$ cat config.mk
export PLATFORM = sky130hd
export DESIGN_NAME = evtmr_top
export DESIGN_NICKNAME = d
export VERILOG_FILES = /design/src/rtl/evtmr_pkg.sv /design/src/rtl/evtmr_ctl.sv /design/src/rtl/evtmr_dp.sv /design/src/rtl/evtmr_top.sv
export SDC_FILE = /design/constraint.sdc
export NUM_CORES = 1
export LEC_CHECK = 0
export CELL_PAD_IN_SITES_DETAIL_PLACEMENT = 1
export CELL_PAD_IN_SITES_GLOBAL_PLACEMENT = 2
export CORE_MARGIN = 2
export CORE_UTILIZATION = 39
export CTS_CLUSTER_DIAMETER = 200
export DETAILED_ROUTE_END_ITERATION = 10
export DONT_BUFFER_PORTS = 1
export GPL_TIMING_DRIVEN = 0
export HOLD_SLACK_MARGIN = 0.08
export PLACE_DENSITY = 0.84
export SKIP_CTS_REPAIR_TIMING = 1
export SLEW_MARGIN = 20
export SYNTH_ARGS = -nofsm -noshare
export SYNTH_HDL_FRONTEND = slang
export SYNTH_SLANG_ARGS = --single-unit
export TNS_END_PERCENT = 20
$ cat constraint.sdc
create_clock -name clk -period 2.5 [get_ports clk]
set_input_delay 0.625 -clock clk [delete_from_list [all_inputs] [get_ports clk]]
set_output_delay 0.625 -clock clk [all_outputs]
set_load 0.05 [all_outputs]
$ cat src/rtl/evtmr_pkg.sv
package evtmr_pkg;
  localparam int REG_W     = 16;
  localparam int NUM_PARTS = 2;
  localparam int CNT_W     = REG_W * NUM_PARTS;
  localparam int ADDR_W    = 3;
  localparam int ADDR_CMD  = NUM_PARTS;
  localparam int ADDR_STAT = NUM_PARTS + 1;
  localparam int ADDR_MASK = NUM_PARTS + 2;

  // strobes from control to datapath
  typedef struct packed {
    logic [NUM_PARTS-1:0] load;
    logic                 dec;
  } dpCtl_t;
endpackage

$ cat src/rtl/evtmr_ctl.sv
module evtmr_ctl
  import evtmr_pkg::*;
(
  input  logic              clk,
  input  logic              rst_n,
  input  logic              tickEn,
  input  logic              wrEn,
  input  logic [ADDR_W-1:0] addr,
  input  logic [1:0]        cmdBits,
  input  logic              wrapEvt,
  output dpCtl_t            dpCtl,
  output logic              running,
  output logic              wrapFlag,
  output logic              maskBit
);
  logic runQ  = 1'b0;
  logic flagQ = 1'b0;
  logic maskQ = 1'b0;
  logic [NUM_PARTS-1:0] loadVec;

  for (genvar g = 0; g < NUM_PARTS; g++) begin : gLoad
    assign loadVec[g] = wrEn && (addr == ADDR_W'(g));
  end

  logic cmdWr, startStb, stopStb, statWr, maskWr;
  assign cmdWr    = wrEn && (addr == ADDR_W'(ADDR_CMD));
  assign startStb = cmdWr && cmdBits[0];
  assign stopStb  = cmdWr && cmdBits[1];
  assign statWr   = wrEn && (addr == ADDR_W'(ADDR_STAT));
  assign maskWr   = wrEn && (addr == ADDR_W'(ADDR_MASK));

  always_comb begin
    dpCtl.load = loadVec;
    dpCtl.dec  = runQ && tickEn && rst_n && !(|loadVec);
  end

  always_ff @(posedge clk) begin
    if (!rst_n)        runQ <= 1'b0;
    else if (stopStb)  runQ <= 1'b0;
    else if (startStb) runQ <= 1'b1;
  end

  always_ff @(posedge clk) begin
    if (wrapEvt)                   flagQ <= 1'b1;
    else if (statWr && cmdBits[1]) flagQ <= 1'b0;
  end

  always_ff @(posedge clk) begin
    if (maskWr) maskQ <= cmdBits[0];
  end

  assign running  = runQ;
  assign wrapFlag = flagQ;
  assign maskBit  = maskQ;
endmodule

$ cat src/rtl/evtmr_dp.sv
module evtmr_dp
  import evtmr_pkg::*;
(
  input  logic             clk,
  input  dpCtl_t           dpCtl,
  input  logic [REG_W-1:0] wrData,
  output logic [CNT_W-1:0] cnt,
  output logic             wrapEvt
);
  logic [CNT_W-1:0] decVal;
  assign decVal = cnt - CNT_W'(1);

  for (genvar g = 0; g < NUM_PARTS; g++) begin : gPart
    logic [REG_W-1:0] partQ = '0;
    always_ff @(posedge clk) begin
      if (dpCtl.load[g])  partQ <= wrData;
      else if (dpCtl.dec) partQ <= decVal[g*REG_W +: REG_W];
    end
    assign cnt[g*REG_W +: REG_W] = partQ;
  end

  assign wrapEvt = dpCtl.dec && (cnt == '0);
endmodule

$ cat src/rtl/evtmr_top.sv
module evtmr_top
  import evtmr_pkg::*;
(
  input  logic              clk,
  input  logic              rst_n,
  input  logic              tickEn,
  input  logic              wrEn,
  input  logic [ADDR_W-1:0] addr,
  input  logic [REG_W-1:0]  wrData,
  output logic [REG_W-1:0]  rdData,
  output logic              irq
);
  dpCtl_t           dpCtl;
  logic [CNT_W-1:0] cnt;
  logic             wrapEvt, running, wrapFlag, maskBit;

  evtmr_ctl u_ctl (
    .clk(clk), .rst_n(rst_n), .tickEn(tickEn), .wrEn(wrEn), .addr(addr),
    .cmdBits(wrData[1:0]), .wrapEvt(wrapEvt), .dpCtl(dpCtl),
    .running(running), .wrapFlag(wrapFlag), .maskBit(maskBit)
  );

  evtmr_dp u_dp (
    .clk(clk), .dpCtl(dpCtl), .wrData(wrData), .cnt(cnt), .wrapEvt(wrapEvt)
  );

  always_comb begin
    rdData = '0;
    for (int i = 0; i < NUM_PARTS; i++) begin
      if (addr == ADDR_W'(i)) rdData = cnt[i*REG_W +: REG_W];
    end
    if (addr == ADDR_W'(ADDR_STAT)) rdData = {{(REG_W-2){1'b0}}, wrapFlag, running};
    if (addr == ADDR_W'(ADDR_MASK)) rdData = {{(REG_W-1){1'b0}}, maskBit};
  end

  assign irq = wrapFlag && maskBit;
endmodule

==> results of run 1 <==
[state kept, by name, summed over array words and instances, names as in the netlist]
register / count
u_ctl.running: 1
u_ctl.maskBit: 1
u_dp.gPart.partQ: 32
u_ctl.wrapFlag: 1
[cell usage after synthesis (2+ instances only)]
master    number
a21oi_1        4
a31oi_1        4
and2_1         2
clkbuf_1       9
dfxtp_1        2
edfxtp_1      33
inv_1          4
mux2i_1       16
nand2_1       38
nand3_1        3
nand4_1        2
nand4_4        2
nor2_1        35
nor3_1         5
nor3_2         8
nor4_1         2
nor4_2         5
nor4_4         2
o21ai_0       12
o21ai_1       14
o21ai_2        2
or3_1          3
or3_4          2
xnor2_1       22
xor2_1         6
[per-stage QoR]
stage | cell area [um^2] | hold slack, ps
global route | 2740 | 418
floorplan | 2520 | 456
CTS | 2710 | 421
global placement | 2610 | 484
finish | 2740 | 433
detailed placement | 2630 | 496
[path summary, 6_finish.rpt]
| check | to | depth (start not counted) | slack (ps) | startpoint |
|---|---|---|---|---|
| hold reg to reg | u_ctl.running | 2 | 510 | u_ctl.running |
| setup / recovery | rdData[1] | 5 | 50 | addr[0] |
| setup reg to reg | u_dp.gPart[1].partQ[12] | 7 | 150 | u_dp.gPart[0].partQ[0] |
| hold / removal | u_ctl.maskBit | 0 | 430 | wrData[0] |
[power by group]
group / internal, W / total [W] / switching (W)
Clock: 0.000196 / 0.000418 / 0.000222
Combinational: 0.0000415 / 0.000148 / 0.000106
Sequential: 0.000653 / 0.000669 / 0.0000155
[cell type report]
type,count,share of cell area
Multi-Input combinational cell,202,0.529
Inverter,4,0.00548
Tap cell,75,0.0342
Buffer,12,0.0228
Sequential cell,35,0.376
Timing Repair Buffer,1,0.00274
Clock buffer,7,0.0278
Clock inverter,1,0.00183
[layer usage]
layer / global-route usage / wire length, um
met5: 0 / 0
met4: 0.0492 / 72
met3: 0.0398 / 310
met2: 0.326 / 3250
met1: 0.303 / 3220
[cell families (layout without fill, tap and decap cells)]
logic type | Yosys count | in the layout
and+or+nand+nor | 117 | 117
xor gates and xnor gates | 28 | 28
muxes | 16 | 16
buffers and inverters | 16 | 25
DFF | 35 | 35
adders and majority gates | 1 | 1
AOI/OAI and AO/OA | 40 | 40
==> flow_summary.ini, run 1 <==
[logic_synthesis]
synth_top_family_by_area = simple AND/OR/NAND/NOR gates
syn_avg_cell_area_um2 = 9.62
synth-adder-area-share = 0.00514
seq_area_frac_synth = 0.423
yosys.cell_types.count = 41
synth_area_um2 = 2430
netlist_instances = 253
synth.area.top_cells = edfxtp_1 41%, xnor2_1 7.9%, mux2i_1 6.6%, nand2_1 5.9%, nor2_1 5.4%
yosys_register_bits = 35
syn-num-nets = 277
synth_compound_area_frac = 0.0930
synth_ff_type = edfxtp_1
muxShareOfSynthArea = 0.0658
async_flop_share = 0
synth.largest_area_cell = edfxtp_1
synth_top_area_share = 0.407
yosys.area_share.simple = 0.284
synth_xor_area_frac = 0.101
yosys_warnings = 0
synth-edff-count = 33

[worst_setup_path]
worstPathMaxFanout = 10
crit_family = buffers and inverters
end_kind = output pin
crit_chain = clkbuf_2, buf_4, clkbuf_4, a31oi_1, nor2_4
timing.critical_path.buf_inv = 3
cp.arrival_ps = 1830
criticalPathCategory = input port to output pin
cp.required_ps = 1880
cpPeakStageDelay_ps = 330
startpoint_type = input port
crit_path_top_delay_cell = nor2_4

[cts]
cts-root-buf = clkbuf_8
cts_buffer_depth = 2
htreeDepth = 2
insertion_delay_ps = 290
clkSinkCount = 35
cts.reportedPaths.clkPinSlew_ps = 70
cts_tree = built
cts_buffers = 5

[sta]
post-route-worst-setup-slack_ps = 49.4
slew_headroom = 0.404
slew_viol_final = 0
finalCritPeriodShare = 0.980
rsz0062_at_grt = yes
min_period_ps = 2450
setup_violations = 0
fin_tns_setup_ps = 0
fmax_mhz = 408
hold_violations = 0
skew_ps = 9.57
worst_pin_slew_ps = 891

[global_routing]
grt_usage = 0.210
grt_pass1_wl_um = 11400
antenna_found_initial = 0
grt_max_degree = 17
overflow = 0
grt_pass1_vias = 2050

[routing]
wl_um = 6860
drt_iter0_drc = 104
drc_errors = 0
post_drt_wl_per_cell_um = 20.3
vias = 1921
drtPass1Iterations = 4
ant_nets = 0
vias_per_cell = 5.70

[place]
io_buffers = 0
post-place-ws_ps = -234
dp_cells = 329
gp_congestion = 0.763
hpwl_um = 4970

[outcome]
status = completed

[finish]
postLayoutCoreUtil = 0.458
num_antenna_cells = 0
areaGrowthSynthToFinish_pct = 12.6
drive_gt1_frac = 0.195
instances_no_fill = 337
seqCellArea_um2 = 1030
multi_input_area_um2 = 1450
final_nets = 285
final_common_cell = nand2_1
fillers = 673
final_cell_mix = 38 x nand2_1, 33 x edfxtp_1, 23 x nor2_1

[die]
start_util = 0.406
num_rows = 28
fp.dieH_um = 83.0
core-area_um2 = 5990
dieArea_um2 = 6890
fp.dieW_um = 83.0
pin_count = 40

[hold_path]
min_path_type = input port to register

[power_and_ir_drop]
power_w = 0.00123
p_per_area_nw_per_um2 = 450
leakagePower_nw = 0.825
vdd_drop_max_mv = 0.200

[run]
drv_cap = 0
No activity file was read; power rests on OpenSTA's default activity.
==> inputs of run 2 (changes only) <==
CAP_MARGIN = 30   (was default)
CORE_ASPECT_RATIO = 1.4   (was default)
SETUP_SLACK_MARGIN = 0.05   (was default)
==> run 2 against run 1 <==
Compared with the run above: non-clock buffer count is the same; routed wire length grew 1.3%; clock-buffer cell count is the same; maximum frequency up 0.89%; largest power group unchanged; critical path type unchanged; global-route usage grew 0.60 points; register-to-register slack worse by 40 ps; worst hold slack worse by 10 ps; cell count decreased by 0.89%; sequential power hardly changed; combinational power about the same; clock power grew 6.9%; critical endpoint is now rdData[4]; die area up 0.13%.
==> flow_summary.ini, run 2 (same netlist as run 1, synthesis figures left out) <==
[global_routing]
grt_pass1_vias = 2053
grt_usage = 0.216
grt_pass1_wl_um = 11300
grt.met3_usage = 0.0415
top_usage_layer = met2
use_met2 = 0.396
grt_util_met1 = 0.250
overflow = 0
antenna_found_initial = 0
grt_max_degree = 17

[worst_setup_path]
cp.arrival_ps = 1800
crit_path_top_delay_cell = nor2_1
startpoint_type = input port
crit_family = simple AND/OR/NAND/NOR gates
criticalPathCategory = input port to output pin
end_kind = output pin
worstPathMaxFanout = 6
cpPeakStageDelay_ps = 720
cp.required_ps = 1880
timing.critical_path.buf_inv = 1
crit_chain = or2_2, clkbuf_1, nor2_1

[finish]
final_nets = 285
final_cell_mix = 38 x nand2_1, 33 x edfxtp_1, 23 x nor2_1
top_register = u_dp.gPart.partQ
num_antenna_cells = 0
drive_gt1_frac = 0.206
instances_no_fill = 334
largest_reg_flops = 32
areaGrowthSynthToFinish_pct = 12.8
final_common_cell = nand2_1
fin_area_um2 = 2750

[place]
gp_congestion = 0.798
hpwl_um = 5070
io_buffers = 0
placed_area_um2 = 2610
dp_cells = 325

[cts]
cts_buffers = 5
insertion_delay_ps = 300
cts-root-buf = clkbuf_8
htreeDepth = 2
cts_buffer_depth = 2
cts_tree = built
clkSinkCount = 35
cts.reportedPaths.clkPinSlew_ps = 70

[routing]
wl_um = 6950
drt_iter0_drc = 74
drc_errors = 0
drtPass1Iterations = 4
vias_per_cell = 5.74
post_drt_wl_per_cell_um = 20.8
ant_nets = 0
vias = 1917

[sta]
hold_violations = 0
finalCritPeriodShare = 0.972
slew_viol_final = 0
worst_pin_slew_ps = 881
slew_headroom = 0.410
whs_ps = 423
fmax_mhz = 412
setup_violations = 0
skew_ps = 10.5
rsz0062_at_grt = yes
min_period_ps = 2430

[die]
fp.dieH_um = 97.5
fp.dieW_um = 70.8
pin_count = 40
core-area_um2 = 6130
num_rows = 34
dieArea_um2 = 6900
start_util = 0.397

[hold_path]
min_path_type = input port to register

[run]
drv_cap = 0

[power_and_ir_drop]
leakagePower_nw = 0.817
p_per_area_nw_per_um2 = 461
vdd_drop_max_mv = 0.207

[outcome]
status = completed
run 2: changes by cell type in the layout (fill, tap and decap cells not counted):
cell	change
mux2i_1	-3
mux2i_2	+3
buf_2	-1
buf_6	+1
clkbuf_1	-1
clkbuf_2	+1
clkbuf_4	-1
clkbuf_8	+1
nor4_1	+1
nor4_2	-1
nor4b_2	+1
nor4b_4	-1
run 2: worst paths after layout:
path	startpoint	to	slack, ps	cells past startpoint
worst min register to register	u_ctl.running	u_ctl.running	520	2
worst max register to register	u_dp.gPart[0].partQ[0]	u_dp.gPart[1].partQ[12]	110	7
worst max-delay path	addr[2]	rdData[4]	70	3
worst min-delay path	wrData[0]	u_ctl.maskBit	420	0
run 2: metrics by stage:
step / setup TNS, ps / util / total power (W) / worst slack [ps]
floorplan: -1.48 / - / 0.000797 / -1.48
global placement: -8000 / 0.426 / 0.000822 / -469
detailed placement: -3650 / 0.427 / 0.000827 / -276
CTS: -3230 / 0.442 / 0.00126 / -277
global route: -29.5 / 0.449 / 0.00130 / -16.9
finish: 0 / 0.449 / 0.00127 / 71.1
run 2: area by class of cell:
class                      count  area [um^2]
clock inverter                 1         5.00
tap                           72         90.1
sequential                    35         1030
inverter                       4         15.0
fill                         713         3380
timing repair buffer           1         5.00
buffer                        12         68.8
clock buffer                   7         86.3
multi-input combinational    202         1450
run 2: worst register-to-register path, delay by kind of cell, from the launching register on:
kind	cells	cell delay (ps)
AND/OR/NAND/NOR	3	1120
adder cells (fa/ha/maj)	1	190
flip-flops	1	490
AO/OA/AOI/OAI	1	60
buffers and inverters	1	100
XOR/XNOR	1	170
run 2: routing by layer:
metal  wire (um)  vias to the layer above
met1        2820                      945
met5           0                        -
met2        3750                       38
li1            -                      924
met3         263                       10
met4         111                        0
run 2: power breakdown:
group          leakage [nW]  switching (W)  internal [W]
logic                 0.452       0.000107     0.0000425
registers             0.316      0.0000152      0.000653
clock network        0.0482       0.000225      0.000223
total                 0.817       0.000347      0.000918
==> inputs of run 3 (changes only) <==
PLACE_DENSITY = default   (was 0.84)
PLACE_DENSITY_LB_ADDON = 0.05   (was default)
==> run 3 against run 2 <==
Compared with the run above: sequential power about the same; global-route usage grew 0.22 points; routed wire length rose by 1.8%; clock skew fell by 1.7 ps; clock-buffer cell count unchanged; design area grew 0.14%; critical path type unchanged; largest cell class unchanged; highest routed layer unchanged.
==> flow_summary.ini, run 3 (same netlist as run 1, synthesis figures left out) <==
[finish]
postLayoutCoreUtil = 0.449
drive_gt1_frac = 0.206
num_antenna_cells = 0
final_common_cell = nand2_1
top_register = u_dp.gPart.partQ
instances_no_fill = 334
fin_area_um2 = 2750
final_cell_mix = 38 x nand2_1, 33 x edfxtp_1, 24 x nor2_1
final_nets = 285
areaGrowthSynthToFinish_pct = 13.0
largest_reg_flops = 32

[die]
fp.dieH_um = 97.5
start_util = 0.397
pin_count = 40
dieArea_um2 = 6900
core-area_um2 = 6130
fp.dieW_um = 70.8
num_rows = 34

[power_and_ir_drop]
power_w = 0.00123
p_per_area_nw_per_um2 = 447
vdd_drop_max_mv = 0.254
leakagePower_nw = 0.824

[routing]
ant_nets = 0
drt_iter0_drc = 84
post_drt_wl_per_cell_um = 21.2
vias = 1908
vias_per_cell = 5.71
wl_um = 7070
drtPass1Iterations = 4
drc_errors = 0

[worst_setup_path]
end_kind = output pin
crit_path_top_delay_cell = nor2_1
startpoint_type = input port
cp.arrival_ps = 1810
crit_chain = clkbuf_2, buf_4, mux2i_1, nor2_1
worstPathMaxFanout = 10
cp.required_ps = 1880
cpPeakStageDelay_ps = 690
criticalPathCategory = input port to output pin

[global_routing]
grt_pass1_vias = 2065
antenna_found_initial = 0
overflow = 0
grt_pass1_wl_um = 11400
grt_usage = 0.218
grt_max_degree = 17

[cts]
cts-root-buf = clkbuf_8
htreeDepth = 2
cts.reportedPaths.clkPinSlew_ps = 70
clkSinkCount = 35
insertion_delay_ps = 290
cts_tree = built
cts_buffers = 5
cts_buffer_depth = 2

[sta]
min_period_ps = 2430
slew_viol_final = 0
finalCritPeriodShare = 0.973
rsz0062_at_grt = yes
worst_pin_slew_ps = 888
fmax_mhz = 411
skew_ps = 8.80
setup_violations = 0
fin_tns_setup_ps = 0
hold_violations = 0
slew_headroom = 0.406

[place]
gp_congestion = 0.742
placed_area_um2 = 2620
dp_cells = 326
hpwl_um = 5150
io_buffers = 0

[run]
drv_cap = 0

[hold_path]
min_path_type = input port to register

[outcome]
status = completed
-- run 3: layout make-up --
cell class / count / area (um^2)
Clock inverter: 1 / 5.00
Multi-Input combinational cell: 202 / 1460
Clock buffer: 7 / 76.3
Buffer: 12 / 68.8
Sequential cell: 35 / 1030
Tap cell: 72 / 90.1
Fill cell: 718 / 3370
Timing Repair Buffer: 1 / 7.51
Inverter: 4 / 15.0
-- run 3: path summary, 6_finish.rpt --
kind                                              from                      end  slack [ps]  cells after the start
worst max-delay path                           addr[0]                rdData[3]          70                      4
worst min-delay path                         wrData[0]            u_ctl.maskBit         430                      0
worst max register to register  u_dp.gPart[0].partQ[2]  u_dp.gPart[1].partQ[11]         170                      5
worst min register to register           u_ctl.running            u_ctl.running         530                      2
-- run 3: metal layers --
| layer | global-route usage | vias up | share of wire |
|---|---|---|---|
| li1 | - | 923 | - |
| met1 | 0.278 | 940 | 0.42 |
| met2 | 0.380 | 36 | 0.53 |
| met3 | 0.0373 | 9 | 0.037 |
| met4 | 0.0522 | 0 | 0.018 |
| met5 | 0 | - | 0 |
-- run 3: metrics by stage --
step                hold slack (ps)  setup WS [ps]
CTS                             420           -300
finish                          427           68.3
detailed placement              510           -306
global route                    414           15.6
global placement                485           -603
floorplan                       456          -1.48
-- run 3: worst max-delay path: cells and delay by family --
| family | cells | cell delay (ps) |
|---|---|---|
| and+or+nand+nor | 1 | 690 |
| buffers and inverters | 2 | 390 |
| muxes | 1 | 100 |
-- run 3: power breakdown --
group	total (W)	switching, W	internal, W
Sequential	0.000669	0.0000154	0.000653
Combinational	0.000151	0.000108	0.0000430
Clock	0.000411	0.000215	0.000196
Total	0.00123	0.000338	0.000892
